### src/rtl/strobe_synth_pkg.sv
package strobe_synth_pkg;

    localparam int SYN_NW = 3;

    typedef enum logic {
        SYN_DELAY  = 1'b0,
        SYN_DIVIDE = 1'b1
    } syn_mode_e;

    typedef struct packed {
        syn_mode_e         mode;
        logic [SYN_NW-1:0] n;
    } syn_cfg_t;

    localparam syn_cfg_t SYN_CFG_RESET = '{mode: SYN_DELAY, n: '0};

    // Clamp a requested setting into the legal range of its mode.
    function automatic syn_cfg_t syn_normalize(
        input syn_mode_e         m,
        input logic [SYN_NW-1:0] n,
        input int unsigned       dly_max,
        input int unsigned       div_max
    );
        syn_cfg_t r;
        r.mode = m;
        r.n    = n;
        if (m == SYN_DELAY) begin
            if (32'(n) > dly_max) r.n = SYN_NW'(dly_max);
        end else begin
            if (32'(n) > div_max) r.n = SYN_NW'(div_max);
            if (n == '0)          r.n = SYN_NW'(1);
        end
        return r;
    endfunction

    // Delay 0 and divide 1 are pass-through settings.
    function automatic logic syn_is_active(input syn_cfg_t c);
        if (c.mode == SYN_DELAY) return (c.n != '0);
        return (c.n > SYN_NW'(1));
    endfunction

endpackage

### src/rtl/ss_cfg_reg.sv
module ss_cfg_reg
    import strobe_synth_pkg::*;
(
    input  logic     clk,
    input  logic     rst,
    input  logic     load,
    input  syn_cfg_t cfg_in,
    output syn_cfg_t cfg_q
);

    always_ff @(posedge clk) begin
        if (rst) begin
            cfg_q <= SYN_CFG_RESET;
        end else if (load) begin
            cfg_q <= cfg_in;
        end
    end

endmodule

### src/rtl/ss_delay_eng.sv
module ss_delay_eng
    import strobe_synth_pkg::*;
#(
    parameter int CNT_W = SYN_NW
) (
    input  logic             clk,
    input  logic             rst,
    input  logic             pulse,
    input  logic             hold,
    input  logic             sync_ok,
    input  logic             load_en,
    input  logic [CNT_W-1:0] load_n,
    input  logic             run,
    output logic             strobe,
    output logic [CNT_W-1:0] cnt,
    output logic             pending
);

    localparam logic [CNT_W-1:0] ONE = CNT_W'(1);

    logic advance;

    // Count only ordinary pulses: not a wait pulse and not a sync pulse.
    assign advance = run && pulse && !hold && !sync_ok && pending;
    assign strobe  = advance && (cnt == ONE);

    always_ff @(posedge clk) begin
        if (rst) begin
            cnt     <= '0;
            pending <= 1'b0;
        end else if (sync_ok) begin
            if (load_en) begin
                cnt     <= load_n;
                pending <= 1'b1;
            end else begin
                cnt     <= '0;
                pending <= 1'b0;
            end
        end else if (advance) begin
            if (cnt == ONE) begin
                cnt     <= '0;
                pending <= 1'b0;
            end else begin
                cnt <= cnt - ONE;
            end
        end
    end

endmodule

### src/rtl/ss_divide_eng.sv
module ss_divide_eng
    import strobe_synth_pkg::*;
#(
    parameter int CNT_W = SYN_NW
) (
    input  logic             clk,
    input  logic             rst,
    input  logic             pulse,
    input  logic             hold,
    input  logic             sync_ok,
    input  logic             load_en,
    input  logic [CNT_W-1:0] load_n,
    input  logic             run,
    input  logic [CNT_W-1:0] cur_n,
    output logic             strobe,
    output logic [CNT_W-1:0] cnt,
    output logic             armed
);

    localparam logic [CNT_W-1:0] ONE = CNT_W'(1);

    logic advance;

    assign advance = run && pulse && !hold && !sync_ok && armed;
    assign strobe  = advance && (cnt == ONE);

    always_ff @(posedge clk) begin
        if (rst) begin
            cnt   <= '0;
            armed <= 1'b0;
        end else if (sync_ok) begin
            if (load_en) begin
                // The sync pulse is phase one; the strobe lands on phase N.
                cnt   <= load_n - ONE;
                armed <= 1'b1;
            end else begin
                cnt   <= '0;
                armed <= 1'b0;
            end
        end else if (advance) begin
            if (cnt == ONE) begin
                cnt <= cur_n;
            end else begin
                cnt <= cnt - ONE;
            end
        end
    end

endmodule

### src/rtl/strobe_synth.sv
module strobe_synth
    import strobe_synth_pkg::*;
#(
    parameter int DLY_MAX = 4,
    parameter int DIV_MAX = 4
) (
    input  logic              clk,
    input  logic              rst,
    input  logic              pulse_en,
    input  logic              esync,
    input  logic              wait_in,
    input  logic              mode_sel,
    input  logic [SYN_NW-1:0] n_sel,
    output logic              strobe_en
);

    localparam int CNT_W = SYN_NW;

    syn_cfg_t         cfg_next;
    syn_cfg_t         cfg_q;
    logic             cfg_active;
    logic             next_active;
    logic             sync_ok;
    logic             dly_strobe;
    logic             div_strobe;
    logic [CNT_W-1:0] dly_cnt;
    logic [CNT_W-1:0] div_cnt;
    logic             dly_pending;
    logic             div_armed;
    logic             dly_load;
    logic             div_load;
    logic             dly_run;
    logic             div_run;

    // A sync counts only on a pulse and only when no wait is present.
    assign sync_ok     = pulse_en && esync && !wait_in;
    assign cfg_next    = syn_normalize(syn_mode_e'(mode_sel), n_sel,
                                       DLY_MAX, DIV_MAX);
    assign next_active = syn_is_active(cfg_next);
    assign cfg_active  = syn_is_active(cfg_q);

    assign dly_load = next_active && (cfg_next.mode == SYN_DELAY);
    assign div_load = next_active && (cfg_next.mode == SYN_DIVIDE);
    assign dly_run  = cfg_active  && (cfg_q.mode == SYN_DELAY);
    assign div_run  = cfg_active  && (cfg_q.mode == SYN_DIVIDE);

    ss_cfg_reg u_cfg (
        .clk    (clk),
        .rst    (rst),
        .load   (sync_ok),
        .cfg_in (cfg_next),
        .cfg_q  (cfg_q)
    );

    ss_delay_eng #(.CNT_W(CNT_W)) u_dly (
        .clk     (clk),
        .rst     (rst),
        .pulse   (pulse_en),
        .hold    (wait_in),
        .sync_ok (sync_ok),
        .load_en (dly_load),
        .load_n  (cfg_next.n),
        .run     (dly_run),
        .strobe  (dly_strobe),
        .cnt     (dly_cnt),
        .pending (dly_pending)
    );

    ss_divide_eng #(.CNT_W(CNT_W)) u_div (
        .clk     (clk),
        .rst     (rst),
        .pulse   (pulse_en),
        .hold    (wait_in),
        .sync_ok (sync_ok),
        .load_en (div_load),
        .load_n  (cfg_next.n),
        .run     (div_run),
        .cur_n   (cfg_q.n),
        .strobe  (div_strobe),
        .cnt     (div_cnt),
        .armed   (div_armed)
    );

    always_comb begin
        if (cfg_active) begin
            strobe_en = dly_strobe || div_strobe;
        end else begin
            strobe_en = pulse_en;
        end
    end

endmodule

### config.mk
export PLATFORM = sky130hd
export DESIGN_NAME = strobe_synth
export DESIGN_NICKNAME = d
export VERILOG_FILES = /design/src/rtl/strobe_synth_pkg.sv /design/src/rtl/ss_cfg_reg.sv /design/src/rtl/ss_delay_eng.sv /design/src/rtl/ss_divide_eng.sv /design/src/rtl/strobe_synth.sv
export SDC_FILE = /design/constraint.sdc
export NUM_CORES = 1
export LEC_CHECK = 0
export BUFFER_PORTS_ARGS = -buffer_cell sky130_fd_sc_hd__buf_2
export CORE_AREA = 10 10 51 53
export DETAILED_ROUTE_END_ITERATION = 8
export DIE_AREA = 0 0 61 63
export HOLD_SLACK_MARGIN = 0.1
export PLACE_DENSITY = 0.73
export SYNTH_ARGS = -nofsm -noshare
export SYNTH_HDL_FRONTEND = slang
export SYNTH_HIERARCHICAL = 1
export SYNTH_SLANG_ARGS = --single-unit
### constraint.sdc
create_clock -name clk -period 1.9 [get_ports clk]
set_input_delay 0.38 -clock clk [delete_from_list [all_inputs] [get_ports clk]]
set_output_delay 0.38 -clock clk [all_outputs]
set_load 0.005 [all_outputs]
Word level (Yosys, flattened, before mapping):

Index checks and enable logic that the tools add are counted.

* input port bits: 9
* register bits: 12
* output and inout port bits: 1
* word-level logic and storage cells: 61

* bitwise operators: 2
* add/sub/neg operators: 3
* eq/ne operators: 2
* magnitude comparators: 3
* reductions and logical operators: 26
* multiplexer cells: 19

Operator list (number)
* $mux 3: 11
* $logic_and 1x1->1: 16
* $sub 3x1->3 const B: 3
* $mux 1: 8
* $eq 3x1->1 const B: 2
* $gt 3x1->1 const B: 2
* $reduce_bool 2->1: 3
* $reduce_bool 3->1: 2
* $gt 3x3->1 const B: 1
* $logic_not 3->1: 1
* $logic_not 1->1: 2
* $not 1->1: 2
* $reduce_and 2->1: 1
* $logic_or 1x1->1: 1

Depth between registers and ports, before layout:

Gate-level depths: netlist (run 1).

* word-level depth: 10
* mapped depth: 9
* mapped depth without buffers: 8

Cells and area by module:

The synthesis (run 1) kept the hierarchy.

Modules (own cells, without submodules)
* ss_divide_eng: sequential area each 80.1 µm², area each 322.8 µm², cells each 37, instances 1
* ss_delay_eng: sequential area each 80.1 µm², area each 290.3 µm², cells each 33, instances 1
* ss_cfg_reg: sequential area each 80.1 µm², area each 140.1 µm², cells each 13, instances 1
* strobe_synth: sequential area each 0.0 µm², area each 103.8 µm², cells each 17, instances 1

Worst setup path before layout (run 1):

OpenSTA, ideal clock, no wires.

* kind: input -> output
* from: in pulse_en
* to: out strobe_en
* arrival: 1336 ps
* slack: 184 ps
* required time: 1520 ps
* path buffers: 1
* stages on the path: 9
* cells stage by stage: nand2_1 -> nor2_1 -> buf_2 -> inv_1 -> nand2_1 -> nor4_1 -> nor2_1 -> a21oi_2 -> a31o_1

* cells in the longest elaborated chain, start to end: 8
* elaborated cells between the ends (all ways): 15
* those cells by class: mux (1); reduce/logical (14)

RTL lines
* from (decl): line strobe_synth.sv:9 `input logic pulse_en,`
* $logic_and 1x1->1 (2 in a row): line strobe_synth.sv:36 `assign sync_ok = pulse_en && esync && !wait_in;`
* via sync_ok: line strobe_synth.sv:23 `logic sync_ok;`
* $logic_not 1->1: line ss_delay_eng.sv:24 `assign advance = run && pulse && !hold && !sync_ok && pending;`
* $logic_and 1x1->1 (2 in a row): line ss_delay_eng.sv:24
* $logic_and 1x1->1: line ss_delay_eng.sv:25 `assign strobe = advance && (cnt == ONE);`
* via dly_strobe: line strobe_synth.sv:24 `logic dly_strobe;`
* $logic_or 1x1->1: line strobe_synth.sv:86 `strobe_en = dly_strobe || div_strobe;`
* $mux 1: line strobe_synth.sv:85 `if (cfg_active) begin`
* to (decl): line strobe_synth.sv:14 `output logic strobe_en`

The timed path passes the listed nets, and every way through them passes these cells.

Worst setup path after layout (run 1):

* from: reg, netlist name u_cfg/cfg_q[3]
* to: out strobe_en

* cells in the longest elaborated chain, start to end: 9
* elaborated cells between the ends (all ways): 16
* those cells by class: mux (2); bitwise (1); reduce/logical (13)

RTL lines
* $mux 1 / $not 1->1 (equally long branches): line strobe_synth_pkg.sv:39, strobe_synth.sv:44
* $logic_and 1x1->1 *: line strobe_synth.sv:44 `assign dly_run = cfg_active && (cfg_q.mode == SYN_DELAY);`
* via dly_run: line strobe_synth.sv:32 `logic dly_run;`
* $logic_and 1x1->1 * (4 in a row): line ss_delay_eng.sv:24
* $logic_and 1x1->1 *: line ss_delay_eng.sv:25
* via dly_strobe: line strobe_synth.sv:24
* $logic_or 1x1->1 *: line strobe_synth.sv:86
* $mux 1 *: line strobe_synth.sv:85

The timed path passes the listed nets; every way through them passes the cells marked *.

==> reports/summary.json, run 1 <==
{
  "min_delay_startpoint": "mode_sel",
  "fin_nets": 135,
  "dpl_worst_slack_ns": 0.134,
  "failed_checks": "negative setup slack",
  "arrival_ns": 1.54,
  "yosys_register_bits": 12,
  "finalMaxSlewViolations": 0,
  "cell_with_the_most_instances_after_synthesis": "sky130_fd_sc_hd__dfxtp_1",
  "global_route.overflow_total": 0,
  "grt_pass1_wl_mm": 3.37,
  "routed_wire_length_per_instance_um": 14.6,
  "synth_seq_area_share_pct": 28.0,
  "synth.net_count": 114,
  "tritoncts.num_buffers": 3,
  "status": "finished with violations",
  "post-layout-total-power_uw": 572,
  "min_path_type": "in2reg",
  "clockRootBuffer": "sky130_fd_sc_hd__clkbuf_4",
  "die_w_um": 61,
  "dr.first_iter.drc_count": 9,
  "finalCritPeriodShare_pct": 101,
  "post_synth_most_frequent_cells": "sky130_fd_sc_hd__dfxtp_1, sky130_fd_sc_hd__nor2_1, sky130_fd_sc_hd__inv_1, sky130_fd_sc_hd__nor3_1, sky130_fd_sc_hd__nand2_1",
  "crit_end_category": "output pin",
  "cts.htree.levels": 1,
  "postRouteAntennaNets": 0,
  "reg2reg_launch_point": "u_cfg/cfg_q[1]$_SDFFE_PP0P_",
  "floorplan.initialDensity_pct": 51.9,
  "dieHeight_um": 63,
  "drt_drc_violations_left": 0,
  "antenna_found_initial": 0,
  "num_antenna_cells": 0,
  "gp_congestion": 0.793,
  "max_slew.worst_pin.slew_ns": 0.328,
  "number_of_global_route_vias_before_repair": 807,
  "die_area_um2": 3840,
  "synth.yosys.warnings": 6,
  "slowest_stage": "sky130_fd_sc_hd__dfxtp_2",
  "synth_enable_flop_cells": 0,
  "critPathMaxStageDelay_ns": 0.35,
  "timing.critical_path.from_type": "flip-flop",
  "synthesis.instances": 100,
  "ys.flop_type": "sky130_fd_sc_hd__dfxtp_1",
  "clock_sinks": 12,
  "portBuffers": 9,
  "headroom_to_the_max_slew_limit_pct": 77.9,
  "p_leak_uw": 0.000405,
  "vdd_ir_drop_max_mv": 0.376,
  "final_hold_viol_count": 0,
  "critical_path.startpoint": "u_cfg/cfg_q[3]$_SDFFE_PP0P_",
  "post-route-min-period_ns": 1.92,
  "synth.area.top_cells": "sky130_fd_sc_hd__dfxtp_1, sky130_fd_sc_hd__ha_1, sky130_fd_sc_hd__mux2i_1",
  "grt_util_all_layers_pct": 11.0,
  "cp_data_required_time_ns": 1.52,
  "dp_hpwl_mm": 1.39,
  "std_cell_rows": 15,
  "clk_latency_ns": 0.26,
  "yosysTopAreaCellShare_pct": 28.0,
  "grt_max_degree": 25,
  "clkSlewWorstSetupHoldPaths_ns": 0.07,
  "overall_via_count_from_detail_route": 776,
  "totalWireLength_mm": 1.98,
  "flow.area_growth_from_synthesis_pct": 26.3,
  "tritoncts": "built",
  "synth_cell_types": 38,
  "worstPathCellList": "nand2b_4, a21oi_4, nand2_2, nor4_4, nor2_1, a21oi_2, a31o_1, buf_2",
  "setup_viol": 1,
  "clock.fmax_mhz": 521,
  "placed_cell_area_um2": 928,
  "synth_top_area_cell": "sky130_fd_sc_hd__dfxtp_1",
  "avgSynthCellArea_um2": 8.57,
  "core_region_area_um2": 1650,
  "pwr_density_cell_nw_per_um2": 529,
  "setup_slack_ns": -0.0193,
  "ctsLongestPathBuffers": 2,
  "fin_area_um2": 1080,
  "drive_gt1_share_pct": 44.5,
  "setup-tns-final_ns": -0.0193,
  "detailedRoute.firstPassIterationCount": 4,
  "viasPerCell": 5.71,
  "crit_fanout": 4,
  "grt_setup_unrepaired": "true",
  "synth_area_um2": 857,
  "critical_path_class": "reg2out",
  "finalClockSkew_ns": 0.00689,
  "io_pins": 10,
  "proportion_of_register_bits_with_asynchronous_set_or_reset_after_synthesis_pct": 0,
  "max_cap_viol": 0
}
-- per-stage QoR --
| step | cells | hold WS, ns | utilization [%] |
|---|---|---|---|
| 5_1_grt | 136 | 0.450 | 65.5 |
| 3_3_place_gp | 126 | 0.493 | 56.2 |
| 3_5_place_dp | 126 | 0.503 | 56.2 |
| 4_1_cts | 136 | 0.418 | 63.9 |
| 2_1_floorplan | 100 | 0.445 | - |
| 6_report | 136 | 0.430 | 65.5 |
-- cell usage in the layout (no fill, tap or decap), types with 4 or more instances in the layout --
cell / Yosys / layout
sky130_fd_sc_hd__inv_1: 8 / 6
sky130_fd_sc_hd__buf_4: 0 / 11
sky130_fd_sc_hd__buf_2: 1 / 9
sky130_fd_sc_hd__dfxtp_1: 12 / 5
sky130_fd_sc_hd__nor2_1: 10 / 10
sky130_fd_sc_hd__nor3_1: 7 / 7
sky130_fd_sc_hd__a21oi_1: 5 / 4
sky130_fd_sc_hd__nand2_1: 6 / 5
sky130_fd_sc_hd__dfxtp_2: 0 / 6
sky130_fd_sc_hd__mux2i_1: 4 / 4
sky130_fd_sc_hd__nand3_1: 4 / 4
-- final timing paths --
kind / to / slack (ns) / depth (start not counted)
setup / recovery: strobe_en / -0.02 / 8
hold / removal: u_cfg/cfg_q[3]$_SDFFE_PP0P_ / 0.43 / 3
setup reg to reg: u_div/cnt[2]$_SDFFE_PP0P_ / 0.43 / 6
hold reg to reg: u_dly/pending$_SDFFE_PP0P_ / 0.53 / 2
-- cell families after synthesis --
kind of cell	Yosys count	share of synthesized area, %
flops	12	28.0
fa+ha+maj	5	7.30
xor+xnor	1	1.02
simple gates	44	31.0
compound gates	21	20.3
buf+inv	12	6.42
mux	5	5.99
-- registers in the layout (all words and copies together), names as in the netlist --
register	count
u_cfg/cfg_q	4
u_div/cnt	3
u_dly/cnt	3
u_div/armed	1
u_dly/pending	1
-- layer usage --
| metal | vias up | part of all wire (%) | global-route usage [%] |
|---|---|---|---|
| met5 | - | 0 | 0 |
| li1 | 397 | - | - |
| met3 | 2 | 5.3 | 2.64 |
| met1 | 362 | 48 | 13.5 |
| met4 | 0 | 1.1 | 4.67 |
| met2 | 15 | 45 | 17.2 |
-- where the power goes --
group	switching, uW	internal [uW]	total (uW)
combinational	73.2	71.3	145
clock	81.1	73.0	154
sequential	11.5	262	274
total	166	406	572
-- layout make-up --
type,instances,area [um2]
multi-input combinational,76,629
tap,17,21.3
inverter,8,30.0
clock buffer,3,22.5
sequential,12,251
fill,133,569
timing repair buffer,20,128
-- worst max-delay path: cells and delay by family (launching register included) --
family                 cells  cell delay (ns)
AND/OR/NAND/NOR            4             0.45
AO/OA/AOI/OAI              3             0.36
flip-flops                 1             0.35
buffers and inverters      1             0.11
-- repair_timing --
item,CTS,global route
resized for setup,17,4
hold buffers,0,0
setup endpoints to repair,1,1
pin swaps,7,0
setup buffers,7,0
cloned,0,0
No activity file was read; power rests on OpenSTA's default activity.
==> run 2, diff against run 1 <==
--- a/config.mk
+++ b/config.mk
@@ -11,6 +11,7 @@
 export DIE_AREA = 0 0 61 63
 export HOLD_SLACK_MARGIN = 0.1
 export PLACE_DENSITY = 0.73
+export RECOVER_POWER = 25
 export SYNTH_ARGS = -nofsm -noshare
 export SYNTH_HDL_FRONTEND = slang
 export SYNTH_HIERARCHICAL = 1
==> run 2 against run 1 <==
Against the previous run: the run still ends with negative setup slack left; largest cell class unchanged; global-route usage unchanged; critical path depth did not move; highest routed layer unchanged; utilization fell by 0.15 points; count of clock-buffer cells in the layout did not move; non-clock buffer count unchanged; sequential share of layout area up 0.054 points.
==> reports/summary.json, run 2 (synthesized netlist as in run 1, its figures left out) <==
{
  "status": "finished with violations",
  "failed_checks": "negative setup slack",
  "globalRouteMet1Util": {"value": 13.5, "unit": "%", "change": "unchanged"},
  "global_route.overflow_total": {"value": 0, "change": "unchanged"},
  "largest_register_ffs": {"value": 4, "change": "unchanged"},
  "layout.filler_cells": {"value": 134, "change": "+0.75%"},
  "grt_util_all_layers": {"value": 11.0, "unit": "%", "change": "unchanged"},
  "finalClockSkew": {"value": 0.00600, "unit": "ns", "change": "-0.000896 ns"},
  "layout.core_utilization": {"value": 65.4, "unit": "%", "change": "-0.15 points"},
  "rrSetupSlack": {"value": 0.43, "unit": "ns", "change": "about the same"},
  "clk_latency": {"value": 0.26, "unit": "ns", "change": "about the same"},
  "reg2reg_launch_point": "u_cfg/cfg_q[1]$_SDFFE_PP0P_",
  "hold_bufs_at_cts": {"value": 0, "change": "unchanged"},
  "std_cell_rows": {"value": 15, "change": "unchanged"},
  "rr_endpoint": "u_div/cnt[2]$_SDFFE_PP0P_",
  "p_leak": {"value": 0.000404, "unit": "uW", "change": "-0.19%"},
  "antenna_found_initial": {"value": 0, "change": "unchanged"},
  "drive_gt1_share": {"value": 44.5, "unit": "%", "change": "unchanged"},
  "totalWireLength": {"value": 1.96, "unit": "mm", "change": "-1.3%"},
  "flow.area_growth_from_synthesis_pct": 26.0,
  "number_of_global_route_vias_before_repair": {"value": 807, "change": "unchanged"},
  "clock.fmax": {"value": 521, "unit": "MHz", "change": "about the same"},
  "setup_slack": {"value": -0.0212, "unit": "ns", "change": "-0.00189 ns"},
  "dieHeight": {"value": 63, "unit": "um", "change": "unchanged"},
  "worstPathCellList": "nand2b_4, a21oi_4, nand2_2, nor4_4, nor2_1, a21oi_2, a31o_1, buf_2",
  "setup_viol": {"value": 1, "change": "unchanged"},
  "die_area": {"value": 3840, "unit": "um2", "change": "unchanged"},
  "final_hold_viol_count": {"value": 0, "change": "unchanged"},
  "arrival": {"value": 1.54, "unit": "ns", "change": "about the same"},
  "core_region_area": {"value": 1650, "unit": "um2", "change": "unchanged"},
  "final-seq-area": {"value": 251, "unit": "um2", "change": "unchanged"},
  "vdd_ir_drop_max": {"value": 0.376, "unit": "mV", "change": "about the same"},
  "grt_setup_unrepaired": "true",
  "placedCellCount": {"value": 126, "change": "unchanged"},
  "grt_use_met3": {"value": 2.64, "unit": "%", "change": "unchanged"},
  "dpl_worst_slack": {"value": 0.134, "unit": "ns", "change": "unchanged"},
  "drt_drc_violations_left": {"value": 0, "change": "unchanged"},
  "fin_nets": {"value": 135, "change": "unchanged"},
  "layout_common_cells": "sky130_fd_sc_hd__nor2_1, sky130_fd_sc_hd__buf_4, sky130_fd_sc_hd__buf_2, sky130_fd_sc_hd__nor3_1",
  "finalMaxSlewViolations": {"value": 0, "change": "unchanged"},
  "die_w": {"value": 61, "unit": "um", "change": "unchanged"},
  "clkSlewWorstSetupHoldPaths": {"value": 0.07, "unit": "ns", "change": "about the same"},
  "routed_wire_length_per_instance": {"value": 14.4, "unit": "um", "change": "-1.3%"},
  "min_path_type": "in2reg",
  "max_cap_viol": {"value": 0, "change": "unchanged"},
  "end_point_of_the_worst_hold_path": "u_cfg/cfg_q[3]$_SDFFE_PP0P_",
  "cp_data_required_time": {"value": 1.52, "unit": "ns", "change": "about the same"},
  "cts.htree.levels": {"value": 1, "change": "unchanged"},
  "io_pins": {"value": 10, "change": "unchanged"},
  "viasPerCell": {"value": 5.70, "change": "-0.13%"},
  "grt_pass1_wl": {"value": 3.37, "unit": "mm", "change": "unchanged"},
  "headroom_to_the_max_slew_limit": {"value": 67.4, "unit": "%", "change": "-10 points"},
  "portBuffers": {"value": 9, "change": "unchanged"},
  "clock_sinks": {"value": 12, "change": "unchanged"},
  "crit_end_category": "output pin",
  "grtUsageMet2": {"value": 17.2, "unit": "%", "change": "unchanged"},
  "finalCritPeriodShare": {"value": 101, "unit": "%", "change": "about the same"},
  "overall_via_count_from_detail_route": {"value": 775, "change": "-0.13%"},
  "max_slew.worst_pin.slew": {"value": 0.489, "unit": "ns", "change": "+0.161 ns"},
  "timing.critical_path.from_type": "flip-flop",
  "gp_congestion": {"value": 0.793, "change": "unchanged"},
  "grt_max_degree": {"value": 25, "change": "unchanged"},
  "whs_path_depth": {"value": 3, "change": "unchanged"},
  "pwr_density_cell": {"value": 529, "unit": "nW/um2", "change": "+0.14%"},
  "post-route-min-period": {"value": 1.92, "unit": "ns", "change": "+0.00189 ns"},
  "r2r.worst_path.cells": {"value": 6, "change": "unchanged"},
  "floorplan.initialDensity": {"value": 51.9, "unit": "%", "change": "unchanged"},
  "largestRegisters": "u_cfg/cfg_q x4, u_div/cnt x3, u_dly/cnt x3",
  "grt_most_used_layer": "met2",
  "critical_path_buf_inv_count": {"value": 1, "change": "unchanged"},
  "detailedRoute.firstPassIterationCount": {"value": 4, "change": "unchanged"},
  "clockRootBuffer": "sky130_fd_sc_hd__clkbuf_4",
  "largest_register": "u_cfg/cfg_q",
  "slowest_stage": "sky130_fd_sc_hd__dfxtp_2",
  "finalNonFillerCells": {"value": 136, "change": "unchanged"},
  "ctsLongestPathBuffers": {"value": 2, "change": "unchanged"},
  "critical_path_class": "reg2out",
  "postRouteAntennaNets": {"value": 0, "change": "unchanged"},
  "critical_path_s_top_delay_family": "simple AND/OR/NAND/NOR gates",
  "critPathMaxStageDelay": {"value": 0.35, "unit": "ns", "change": "about the same"},
  "num_antenna_cells": {"value": 0, "change": "unchanged"},
  "dp_hpwl": {"value": 1.39, "unit": "mm", "change": "unchanged"},
  "crit_fanout": {"value": 4, "change": "unchanged"},
  "tritoncts": "built",
  "min_delay_startpoint": "mode_sel",
  "area_of_the_multi_input_gates": {"value": 629, "unit": "um2", "change": "unchanged"},
  "tritoncts.num_buffers": {"value": 3, "change": "unchanged"},
  "dr.first_iter.drc_count": {"value": 10, "change": "+1"}
}
-- run 2: power breakdown --
group / switching (uW) / internal (uW) / total, uW
combinational: 72.8 / 70.8 / 144
sequential: 11.4 / 262 / 273
clock: 81.6 / 73.0 / 155
-- run 2: what timing repair did --
action	in CTS	in global routing
endpoints found under the setup margin	1	1
resized for setup	17	4
pin swaps	7	0
setup buffers	7	0
-- run 2: worst max-delay path by stage --
stage / startpoint / endpoint / slack [ns] / cells after the start
detailed placement: pulse_en / strobe_en / 0.13 / 9
finish: u_cfg/cfg_q[3]$_SDFFE_PP0P_ / strobe_en / -0.02 / 8
floorplan: pulse_en / strobe_en / 0.18 / 9
global route: u_cfg/cfg_q[3]$_SDFFE_PP0P_ / strobe_en / -0.17 / 8
global placement: pulse_en / strobe_en / 0.13 / 9
CTS: u_cfg/cfg_q[3]$_SDFFE_PP0P_ / strobe_en / 0.002 / 8
-- run 2: worst min-delay path: stages --
cell                      delay (ns)
sky130_fd_sc_hd__buf_2          0.12
sky130_fd_sc_hd__mux2i_1        0.07
sky130_fd_sc_hd__nor2_1         0.08
-- run 2: per-stage QoR --
| step | setup TNS, ns | power (uW) | area (um2) | hold WS (ns) |
|---|---|---|---|---|
| after detailed placement | 0 | 400 | 928 | 0.503 |
| final | -0.0212 | 572 | 1080 | 0.430 |
| after global placement | 0 | 397 | 928 | 0.493 |
| after CTS | 0 | 569 | 1060 | 0.418 |
| after global routing | -0.168 | 612 | 1080 | 0.450 |
| after floorplan | 0 | 363 | 857 | 0.445 |
-- run 2: per-layer routing --
metal	wire (um)	up-vias	part of all wire (%)
li1	-	398	-
met1	936	364	48
met2	921	11	47
met3	77	2	3.9
met4	22	0	1.1
met5	0	-	0
-- run 2: cell type report --
cell class | instances | share of cell area (%)
Clock buffer | 3 | 2.09
Multi-Input combinational cell | 76 | 58.3
Tap cell | 17 | 1.97
Sequential cell | 12 | 23.3
Inverter | 8 | 2.78
Timing Repair Buffer | 20 | 11.6
